$ cat src/rtl/fetch_route_pkg.sv
package fetch_route_pkg;

    localparam int ADDR_W = 16;
    localparam int DATA_W = 8;

    typedef logic [ADDR_W-1:0] addr_t;
    typedef logic [DATA_W-1:0] word_t;

    localparam addr_t INT_TOP_DEF = 16'hF7FF;
    localparam word_t NOP_OP_DEF  = 8'h00;

    typedef enum logic [1:0] {
        SRC_INT = 2'd0,
        SRC_NOP = 2'd1,
        SRC_EXT = 2'd2
    } src_e;

    typedef enum logic [1:0] {
        ST_IDLE = 2'd0,
        ST_INT  = 2'd1,
        ST_NOP  = 2'd2,
        ST_EXT  = 2'd3
    } state_e;

    typedef struct packed {
        src_e  src;
        addr_t addr;
    } route_t;

    function automatic src_e pick_src(input logic ext_mode, input addr_t a, input addr_t top);
        if (ext_mode)
            return SRC_EXT;
        else if (a > top)
            return SRC_NOP;
        else
            return SRC_INT;
    endfunction

endpackage

$ cat src/rtl/fetch_mode_latch.sv
module fetch_mode_latch (
    input  logic clk,
    input  logic rst,
    input  logic ea_pin,
    output logic ext_mode
);
    // Strap is captured only during reset; held for the rest of operation.
    always_ff @(posedge clk) begin
        if (rst)
            ext_mode <= ~ea_pin;
    end
endmodule

$ cat src/rtl/fetch_decode.sv
module fetch_decode
    import fetch_route_pkg::*;
#(
    parameter addr_t INT_TOP = INT_TOP_DEF
) (
    input  logic   ext_mode,
    input  addr_t  addr,
    output route_t route
);
    always_comb begin
        route.addr = addr;
        route.src  = pick_src(ext_mode, addr, INT_TOP);
    end
endmodule

$ cat src/rtl/fetch_seq.sv
module fetch_seq
    import fetch_route_pkg::*;
#(
    parameter word_t NOP_OP = NOP_OP_DEF
) (
    input  logic   clk,
    input  logic   rst,
    input  logic   req,
    input  route_t route,
    output logic   imem_rd,
    output addr_t  imem_addr,
    input  word_t  imem_rdata,
    output logic   xbus_req,
    output addr_t  xbus_addr,
    input  word_t  xbus_rdata,
    input  logic   xbus_rdy,
    output logic   rdy,
    output word_t  data
);
    state_e state, state_nx;
    addr_t  held_addr;

    wire accept = (state == ST_IDLE) && req;

    always_comb begin
        state_nx = state;
        unique case (state)
            ST_IDLE: if (req) begin
                unique case (route.src)
                    SRC_INT: state_nx = ST_INT;
                    SRC_NOP: state_nx = ST_NOP;
                    default: state_nx = ST_EXT;
                endcase
            end
            ST_INT:  state_nx = ST_IDLE;
            ST_NOP:  state_nx = ST_IDLE;
            ST_EXT:  if (xbus_rdy) state_nx = ST_IDLE;
            default: state_nx = ST_IDLE;
        endcase
    end

    always_ff @(posedge clk) begin
        if (rst) begin
            state     <= ST_IDLE;
            held_addr <= '0;
        end else begin
            state <= state_nx;
            if (accept)
                held_addr <= route.addr;
        end
    end

    always_comb begin
        imem_rd   = accept && (route.src == SRC_INT);
        imem_addr = route.addr;
        xbus_req  = (state == ST_EXT);
        xbus_addr = held_addr;
        rdy       = 1'b0;
        data      = '0;
        unique case (state)
            ST_INT: begin rdy = 1'b1;     data = imem_rdata; end
            ST_NOP: begin rdy = 1'b1;     data = NOP_OP;     end
            ST_EXT: begin rdy = xbus_rdy; data = xbus_rdy ? xbus_rdata : '0; end
            default: ;
        endcase
    end
endmodule

$ cat src/rtl/fetch_route.sv
module fetch_route
    import fetch_route_pkg::*;
#(
    parameter addr_t INT_TOP = INT_TOP_DEF,
    parameter word_t NOP_OP  = NOP_OP_DEF
) (
    input  logic              clk,
    input  logic              rst,
    input  logic              ea_pin,
    input  logic              fch_req,
    input  logic [ADDR_W-1:0] fch_addr,
    output logic              fch_rdy,
    output logic [DATA_W-1:0] fch_data,
    output logic              imem_rd,
    output logic [ADDR_W-1:0] imem_addr,
    input  logic [DATA_W-1:0] imem_rdata,
    output logic              xbus_req,
    output logic [ADDR_W-1:0] xbus_addr,
    input  logic [DATA_W-1:0] xbus_rdata,
    input  logic              xbus_rdy
);
    logic   ext_mode;
    route_t route;

    fetch_mode_latch u_mode (
        .clk      (clk),
        .rst      (rst),
        .ea_pin   (ea_pin),
        .ext_mode (ext_mode)
    );

    fetch_decode #(.INT_TOP(INT_TOP)) u_dec (
        .ext_mode (ext_mode),
        .addr     (fch_addr),
        .route    (route)
    );

    fetch_seq #(.NOP_OP(NOP_OP)) u_seq (
        .clk        (clk),
        .rst        (rst),
        .req        (fch_req),
        .route      (route),
        .imem_rd    (imem_rd),
        .imem_addr  (imem_addr),
        .imem_rdata (imem_rdata),
        .xbus_req   (xbus_req),
        .xbus_addr  (xbus_addr),
        .xbus_rdata (xbus_rdata),
        .xbus_rdy   (xbus_rdy),
        .rdy        (fch_rdy),
        .data       (fch_data)
    );
endmodule

$ cat config.mk
export PLATFORM = sky130hd
export DESIGN_NAME = fetch_route
export DESIGN_NICKNAME = d
export VERILOG_FILES = /design/src/rtl/fetch_route_pkg.sv /design/src/rtl/fetch_mode_latch.sv /design/src/rtl/fetch_decode.sv /design/src/rtl/fetch_seq.sv /design/src/rtl/fetch_route.sv
export SDC_FILE = /design/constraint.sdc
export NUM_CORES = 1
export LEC_CHECK = 0
export BUFFER_PORTS_ARGS = -buffer_cell sky130_fd_sc_hd__buf_2
export CAP_MARGIN = 20
export CORE_ASPECT_RATIO = 0.5
export CORE_MARGIN = 5
export CORE_UTILIZATION = 38
export DETAILED_ROUTE_END_ITERATION = 10
export PLACE_DENSITY = 0.78
export SLEW_MARGIN = 20
export SYNTH_ARGS = -nofsm -noshare
export SYNTH_HDL_FRONTEND = slang
export SYNTH_SLANG_ARGS = --single-unit
$ cat constraint.sdc
create_clock -name clk -period 2.25 [get_ports clk]
set_clock_uncertainty 0.1 [all_clocks]
set_input_delay 0.45 -clock clk [delete_from_list [all_inputs] [get_ports clk]]
set_output_delay 0.45 -clock clk [all_outputs]
set_load 0.01 [all_outputs]
======== Yosys cells after proc, flatten, opt, wreduce, memory -nomap -nowiden ========
Index checks and enable logic that the tools add are counted.
storage, ports and cells
  memories ................................ 0
  input bits .............................. 37
  memory bits (read-only) ................. 0
  latch bits .............................. 0
  output and inout bits ................... 43
  bits in writable memories ............... 0
  word-level logic and storage cells ...... 26
  register bits ........................... 19
operators by class
  bitwise logic cells ..................... 1
  add/sub/neg operators ................... 0
  order comparisons ....................... 1
  multipliers ............................. 0
  eq/ne operators ......................... 6
  muxes and demuxes ....................... 9
  shifts and indexed selects .............. 0
  reductions and logical operators ........ 6
  div/mod/pow operators ................... 0
operators by type and width
  kind                                                    count
  greater-than comparator 16 bit (second input constant)  1
  one-hot mux 8 bit (2 select lines)                      1
  two-way mux 8 bit                                       1
  two-way mux 2 bit                                       3
  one-hot mux 2 bit (3 select lines)                      1
  == test 2 x 1 -> 1 bit (second input constant)          2
  == test 2 bit (second input constant)                   2
  zero test 2 bit                                         2
  one-hot mux 2 bit (2 select lines)                      1
  logical AND 1 bit                                       2
  inequality test 2 x 1 -> 1 bit (second input constant)  1
  inequality test 2 bit (second input constant)           1
  one-hot mux 1 bit (2 select lines)                      1
  AND reduction 2 bit                                     1
  OR reduction 2 bit                                      1
  two-way mux 1 bit                                       1
  NOT 1 bit                                               1

======== Logic depth before layout (Yosys ltp) ========
Gate-level depths: netlist of the first run.
  word-level depth ........................ 7
  depth in mapped cells ................... 7
  gate-level depth less buffers ........... 5

======== By module ========
A second synthesis of the first run with hierarchy kept.
second synthesis, totals
  cell total of the unflattened synthesis .. 143
  area, all modules ....................... 1,142.3 µm²
by module, submodules not included
  module            sequential area each (µm²)  instances  cells an instance  area an instance (µm²)
  fetch_seq         360.3                       1          121                964.7
  fetch_decode      0.0                         1          20                 143.9
  fetch_mode_latch  30.0                        1          2                  33.8

======== Worst setup path before layout of the first run ========
No wires, ideal clock.
  path type ............................... reg2out
  start ................................... register u_seq.state[0]
  end ..................................... output port imem_rd
  slack ................................... 488 ps
  buffers on the path ..................... 1
  stages on the path, launching flop included .. 6
  required time ........................... 1,700 ps
  data arrival time ....................... 1,212 ps
  cells stage by stage .................... dfxtp_1 inv_1 ha_1 nand2_1 clkbuf_1 nor3_1
between the ends
  longest elaborated chain between the ends .. 3
ends and longest elaborated chain
  item                    line               RTL
  from (decl)             fetch_seq.sv:20    state_e state, state_nx;
  from (signal assigned)  fetch_seq.sv:47    state <= state_nx;
  zero test 2 bit         fetch_seq.sv:23    wire accept = (state == ST_IDLE) && req;
  logical AND 1 bit       fetch_seq.sv:23
  logical AND 1 bit       fetch_seq.sv:54    imem_rd = accept && (route.src == SRC_INT);
  to (decl)               fetch_route.sv:14  output logic imem_rd,
Every way passes these cells.

======== Final worst setup path of the first run ========
  start ................................... register u_seq.state[0]
  end ..................................... output port fch_data[1]
between the ends
  longest elaborated chain between the ends .. 2
  elaborated cells on any way between the ends .. 3
  classes of those cells .................. 2 x eq/ne; 1 x mux
ends and longest elaborated chain
  item                                                     line               RTL
  == test 2 bit or == test 2 x 1 -> 1 bit (tied branches)  fetch_seq.sv:60    unique case (state)
  one-hot mux 8 bit (2 select lines) (*)                   fetch_seq.sv:60
  to (decl)                                                fetch_route.sv:13  output logic [DATA_W-1:0] fch_data,
Every way passes the cells marked *; elsewhere a longest branch is shown, timed or not.

==> results list, run 1 <==
- Count of buffers added by post-CTS timing repair for setup: 0
- Number of nets still failing antenna checks after routing: 0
- Hold depth: 3
- Max Cap Violations: 0
- First-pass iteration count of the detailed router: 3
- The final critical path takes up 88.2% of the cycle.
- Detailed placement finished with a half-perimeter wire length of 2.05 mm.
* Proportion of layout cells with a drive suffix above 1: 45.7%
* Floorplan die width: 82.4 um
* Count of unique library cells instantiated by Yosys: 22
- Vias in the first global route: 834
- Area enclosed by the die boundary: approximately 3800 sq um
- Across all hold checks on the routed design, the worst slack comes to 0.341 ns.
* Antenna violations before repair: 0
- Post-place instance area: 1300 sq um
- For this run, the total global-route usage over all layers was measured as 11.6%.
* Top-level I/O count: 80
- The first routing iteration left 36 violations.
* Number of nets produced by synthesis: ~170
* Maximum number of pins on one net before global-route repair: 22
- Mean instance size in the synthesized netlist: 7.96 sq um
* Clock buffer count from CTS: 3
- Clock-pin slew was measured on the worst setup and hold paths at around 0.07 ns.
- Yosys printed 0 warnings.
- Grt total ovfl: 0
* Maximum fanout count along the critical path: 9
* DR DRC count: 0
- Measured along the y axis, the die boundary spans 46.2 um.
- Synthesis produced 125 cells.
- In the final layout, the multi-input gates occupy approximately 450 sq um.
- Fin. Hold Viols: 0
- After synthesis, flip-flops and latches occupy between 30% and 40% of the total area.
* Outcome: finished clean
- Summed over all failing endpoints, the final setup total negative slack is 0 ns.
- The cell sitting at the root of the clock tree is a clkbuf_8.
- Static timing analysis puts the maximum clock frequency at ~0.5 GHz.
- The smallest clock period supported by the final layout is computed as slightly below 2 ns.
* Critical path class: reg -> out
- The number of pins exceeding their max-slew limit in the final report was 0.
- 0 antenna diodes ended up in the layout.
- Worst reg2reg path endpoint: u_seq.state[0]
* RSZ-0062 raised after global routing: false
- Dividing the detail-routed wire length by the instance count gives 11.3 um.
- After clock tree synthesis, the repair step resized 0 gates.
* Number of vias per cell: about 4.5
- Required time at the endpoint of the critical path: 1.70 ns
* Final non-filler cell area: 1340 sq um
* Final Wtd Congestion: 0.729
* PnR worst setup slack: around 0.27 ns
- The min-delay analysis places its worst path in the category in -> reg.
* Rows: 13
- The layout has 256 filler cells.
- Number of cells traversed by the worst register-to-register path: 5
* Count of final setup violators: 0
* Post-cts hold buffer count: 0
- Clock latency on the worst-skew pair, taken at its later pin, is 0.25 ns.
- Headroom to the max-slew limit came out at a little over three fifths.
- Fin util: 52.5%
* Area growth, synth to finish: 34.8%
* Hold Path End: u_seq.xbus_addr[6]
- Sequential cell area: 390 sq um
* Cell area after synthesis: 995 sq um
- Synthesis inferred 19 register bits.
* Power per standard cell area: 886 nW/um^2
- At the end of the flow, the number of nets in the layout was 228.
- For the worst setup path, the data arrival time is 1.43 ns.
- Worst supply voltage drop on vdd: 0.459 mV
- Leading cell type in the layout, fill and taps excluded: buf_2
- Prior to clock tree synthesis, the placed netlist has a worst setup slack of between 0.5 and 0.6 ns.
* P_leak: between 0.7 and 0.8 nW
- Total wire length: 2.52 mm
- Vias: 994
- Critical path launch point type: register
- At the pin with the least slew margin, the transition time is around 0.55 ns.
* Top library cells by usage in the layout, fill and taps aside: buf_2 (79), nand2_1 (34), dfxtp_1 (18), a21oi_1 (16), a22o_1 (8)
- Num Clock Sinks: 19
- In this run the number of H-tree levels came out at 1.
- TritonCTS built the clock tree.
- Setup slack on the worst reg-to-reg path comes out at between 0.5 and 0.6 ns.
- The clock passes through at most 2 buffers.
* Count of buffers from port buffering: 79
- Initial cell density of the core: 39.0%
- STA classifies the critical path endpoint as an output port.
- Wire length of the first global-routing pass: 3.42 mm
- Core area: between 2000 and 3000 sq um
- Hold Path Origin: fch_addr[6]
- In this run the critical register-to-register path is launched from u_seq.state[0].
## logic make-up (layout without fill, tap and decap cells)
family | Yosys count | after routing | synth area share [%]
fa+ha+maj | 4 | 4 | 5.03
buf+inv | 26 | 87 | 16.0
flops | 19 | 19 | 39.2
compound gates | 28 | 28 | 17.6
simple gates | 48 | 48 | 22.1
## worst max-delay path by stage
stage	slack [ns]	cells past startpoint	startpoint	endpoint
floorplan	0.49	5	u_seq.state[0]	imem_rd
global placement	0.51	5	fch_addr[12]	imem_rd
detailed placement	0.50	5	fch_addr[12]	imem_rd
CTS	0.24	4	u_seq.state[0]	fch_data[1]
global route	0.15	5	u_seq.state[0]	fch_rdy
finish	0.27	4	u_seq.state[0]	fch_data[1]
## critical path: stages, from the launching register on
cell and delay, ns:
dfxtp_1 0.38, ha_1 0.19, and2_1 0.31, a22o_1 0.18
buf_2 0.13
## flip-flops by register name, indices dropped and copies added, names as in the netlist
| register | cells |
|---|---|
| u_mode.ext_mode | 1 |
| u_seq.xbus_addr | 16 |
| u_seq.state | 2 |
## cells in the mapped netlist, drive strengths merged
cell type | count | area share (%)
nand2 | 34 | 13
buf | 18 | 13
dfxtp | 18 | 36
a21oi | 16 | 8.1
a22o | 8 | 7.0
clkbuf | 5 | 1.9
ha | 4 | 5.0
inv | 3 | 1.1
nor2b | 3 | 1.9
and2 | 2 | 1.3
and3 | 2 | 1.3
nor2 | 2 | 0.75
o211ai | 2 | 1.5
o21ai | 2 | 1.0
and2b | 1 | 1.0
edfxtp | 1 | 3.0
nand3 | 1 | 0.50
nor3 | 1 | 0.50
or4 | 1 | 0.75
or4b | 1 | 1.4
## power breakdown
group	internal (mW)	leakage, nW	total, mW	switching [mW]
clock network	0.126	0.0228	0.228	0.102
logic	0.237	0.522	0.529	0.292
registers	0.400	0.157	0.433	0.0325
total	0.762	0.703	1.19	0.427
## through the flow
step                instances  total power, mW
finish                    223             1.19
global route              223             1.27
CTS                       223             1.21
detailed placement        219            0.978
global placement          219            0.965
floorplan                 125            0.791
## final cells by class
cell class | instances | area share (%)
flip-flops and latches | 19 | 29.1
clock buffers | 4 | 3.36
repair buffers | 80 | 30.0
inverters | 3 | 0.840
multi-input cells | 80 | 33.2
well taps | 37 | 3.45
## layer usage
layer	track usage, %	vias up	share of wire, %
met3	3.13	0	8.7
met4	1.99	0	0
met5	0	-	0
met1	13.0	439	39
li1	-	519	-
met2	22.6	36	53
No activity file was read; power rests on OpenSTA's default activity.
==> inputs of run 2 (changes only) <==
ABC_AREA = 1   (was unset)
CORE_UTILIZATION = 40   (was 38)
PLACE_DENSITY = 0.79   (was 0.78)
==> run 2 against run 1 <==
- clock power about the same
- routed wire length up 4.9%
- cell area up 4.9%
- via count up 4.0%
- combinational power down 40%
==> results list, run 2 <==
- Number of DRC markers after the initial detailed-route iteration: 37 (+2.8%)
- Count of fill cells added during filler insertion: 259 (+1.2%)
* Vias in the first global route: 941 (+13%)
- Required time at the endpoint of the critical path: 1.70 ns (about the same)
- Vias: 1034 (+4.0%)
* CTS clock-pin slew for the worst setup and hold paths: 0.07 ns (about the same)
* Least-Margin Pin Slew: 0.468 ns (-0.0835 ns)
- First-pass iteration count of the detailed router: 4 (+1)
- Hold depth: 2 (-1)
* Post-synth EDFFs: 1 (unchanged)
* Cell area after synthesis: 1100 sq um (+10%)
- Count of buffers from port buffering: 79 (unchanged)
* Post-cts hold buffer count: 0 (unchanged)
- P_leak: 0.715 nW (+1.7%)
- Worst slew margin relative to its limit: 68.8% (+5.6 points)
* Count of buffers added by post-CTS timing repair for setup: 0 (unchanged)
- The critical-path maximum fanout came to 11 (+2).
- Initial cell density of the core: 42.2% (+3.3 points)
* Most used standard cells in the synthesized netlist: nand2_1 (29), dfxtp_1 (18), buf_4 (17), a21oi_2 (12), nand2_2 (12)
- Final Wtd Congestion: 0.745 (+2.2%)
* Most used flip-flop cell after synthesis: dfxtp_1
- The number of synthesized register bits came to 19 (unchanged).
- The worst setup path is launched from a register.
- The remaining antenna violation count after routing is 0 (unchanged).
- The final total negative setup slack was 0 ns (unchanged).
* Number of nets produced by synthesis: 170 (+2.4%)
* Number of placed instances, taps included: 222 (+1.4%)
* Fin util: 54.1% (+1.6 points)
* Rows: 13 (unchanged)
- DPL Wire Length: 2.12 mm (+3.4%)
- TritonCTS built the clock tree.
* Area enclosed by the die boundary: 3960 sq um (+4.1%)
- The area of the placeable core came to 2600 sq um (+1.9%).
* Seq/Total Area, Yosys: 35.5% (-3.7 points)
* Total number of yosys warnings: 0 (unchanged)
- The via density per instance came to 4.58 (+2.6%).
* Vert. Die Dim: 47.1 um (+1.9%)
- The buffer levels on the longest clock path came to 2 (unchanged).
- Power Total: 942 uW (-21%)
* Antenna violations before repair: 0 (unchanged)
* Fraction of synthesis flops using an asynchronous set or reset pin: 0% (unchanged)
* Fin. max-slew vios: 0 (unchanged)
- The routed wire length is 2.65 mm (+4.9%).
- Compared with the post-synthesis result, the final layout area differs by 28.1%.
- The final number of setup-violating endpoints was 0 (unchanged).
- The CTS H-tree depth is 1 (unchanged).
* Hold Path Origin: ea_pin
- The clock insertion delay at the later pin of the skew report came to 0.25 ns (about the same).
- Count of unique library cells instantiated by Yosys: 21 (-4.5%)
* Detail-routed net length per standard cell: 11.7 um (+3.5%)
* Maximum number of pins on one net before global-route repair: 20 (-9.1%)
- Post-cts gate resize count: 0 (unchanged)
- Final clock period utilization by the worst path: 87.5% (-0.65 points)
- The number of nets at the end of the flow came to 231 (+1.3%).
- Power per standard cell area: 669 nW/um^2 (-25%)
- Max Cap Violations: 0 (unchanged)
- Final worst path period need: 1.97 ns (-0.0146 ns)
- The peak supply drop is 0.440 mV (-4.3%).
* Max FFs per register: 16 (unchanged)
- The arrival time at the worst endpoint is 1.42 ns (about the same).
- The achievable clock frequency was 0.508 GHz (+0.74%).
- The synthesized area divided by synthesized cell count is 8.52 sq um (+7.0%).
* Hold Path End: u_mode.ext_mode
- RSZ-0062 raised after global routing: false
- The depth of the worst register-to-register path was 6 (+1).
- Num Clock Sinks: 19 (unchanged)
- In the layout the commonest cells are buf_2 (79), nand2_1 (29), dfxtp_1 (18), nand2_2 (12), a21oi_2 (12).
- The instance count of the mapped netlist was 129 (+3.2%).
* DR DRC count: 0 (unchanged)
- Antenna diode count: 0 (unchanged)
- The wire length of the first global-routing pass was 4.19 mm (+23%).
* Count leader, synth: nand2_1
- The total CTS buffers was 3 (unchanged).
* Critical path class: reg -> out
* Grt total ovfl: 0 (unchanged)
* Cell type contributing the most total cell area after synthesis: dfxtp_1
- The area share of the largest cell type after synthesis is 32.8% (-3.4 points).
- Outcome: finished clean
* Setup slack on the worst flop-to-flop path: 0.83 ns (+0.29 ns)
* Worst reg2reg path endpoint: u_seq.xbus_addr[9]
* Origin of the critical flop-to-flop path: u_seq.state[0]
- Number of non-filler instances in the completed layout: 226 (+1.3%)
- The path class of the tightest hold or removal check is in -> reg.
- Root buffer cell: clkbuf_8
* CP endpoint kind: output port
- The final hold violation count came to 0 (unchanged).
* Top-level I/O count: 80 (unchanged)
* Largest cells by area after synthesis: dfxtp_1 (33%), buf_4 (12%), nand2_1 (9.9%)
- The layout cell share with drive strength beyond 1 was 58.2% (+13 points).
* Leading cell type in the layout, fill and taps excluded: buf_2
* All-Layer GR Usage: 13.2% (+1.6 points)
- The die width came to 84.1 um (+2.1%).
-- run 2: report_power, final --
part | leakage, nW | internal, mW | switching (mW)
sequential | 0.158 | 0.374 | 0.0182
clock | 0.0228 | 0.126 | 0.105
combinational | 0.534 | 0.132 | 0.187
-- run 2: through the flow --
stage	setup WS, ns	cell area, sq um	hold slack [ns]
final	0.281	1410	0.336
after global placement	0.618	1360	0.355
after CTS	0.290	1410	0.334
after floorplan	0.658	1100	0.372
after detailed placement	0.573	1360	0.355
after global routing	0.165	1410	0.341
-- run 2: cell type report --
cell class	instances	area [sq um]	area share, %
multi-input cells	79	495	35.2
well taps	37	46.3	3.29
repair buffers	79	395	28.1
inverters	8	35.0	2.49
flip-flops and latches	19	390	27.7
clock buffers	4	45.0	3.20
-- run 2: how the worst max path moves through the flow --
stage                        start     endpoint  slack, ns  cells past startpoint
floorplan           u_seq.state[0]      imem_rd       0.66                      5
global placement    u_seq.state[0]      imem_rd       0.62                      5
detailed placement  u_seq.state[0]  fch_data[0]       0.57                      3
CTS                 u_seq.state[0]  fch_data[0]       0.29                      3
global route        u_seq.state[0]      fch_rdy       0.16                      4
finish              u_seq.state[0]      fch_rdy       0.28                      4
-- run 2: worst max-delay path, stage by stage, from the launching register on --
cell and delay (ns):
dfxtp_1 0.39, ha_1 0.41, a21oi_1 0.11, nor2_1 0.11, buf_2 0.14
-- run 2: logic make-up after synthesis --
kind of cell / count (synthesis) / share of synthesized area, %
AO/OA/AOI/OAI: 28 / 20.7
adder cells (fa/ha/maj): 4 / 4.56
buffers and inverters: 31 / 19.4
flip-flops: 19 / 35.5
AND/OR/NAND/NOR: 47 / 19.8
-- run 2: layer usage --
layer	GRT usage [%]	vias up	routed length (um)
met3	6.65	2	307
met4	3.85	0	19
met5	0	-	0
li1	-	525	-
met2	23.7	47	1230
met1	14.5	460	1090
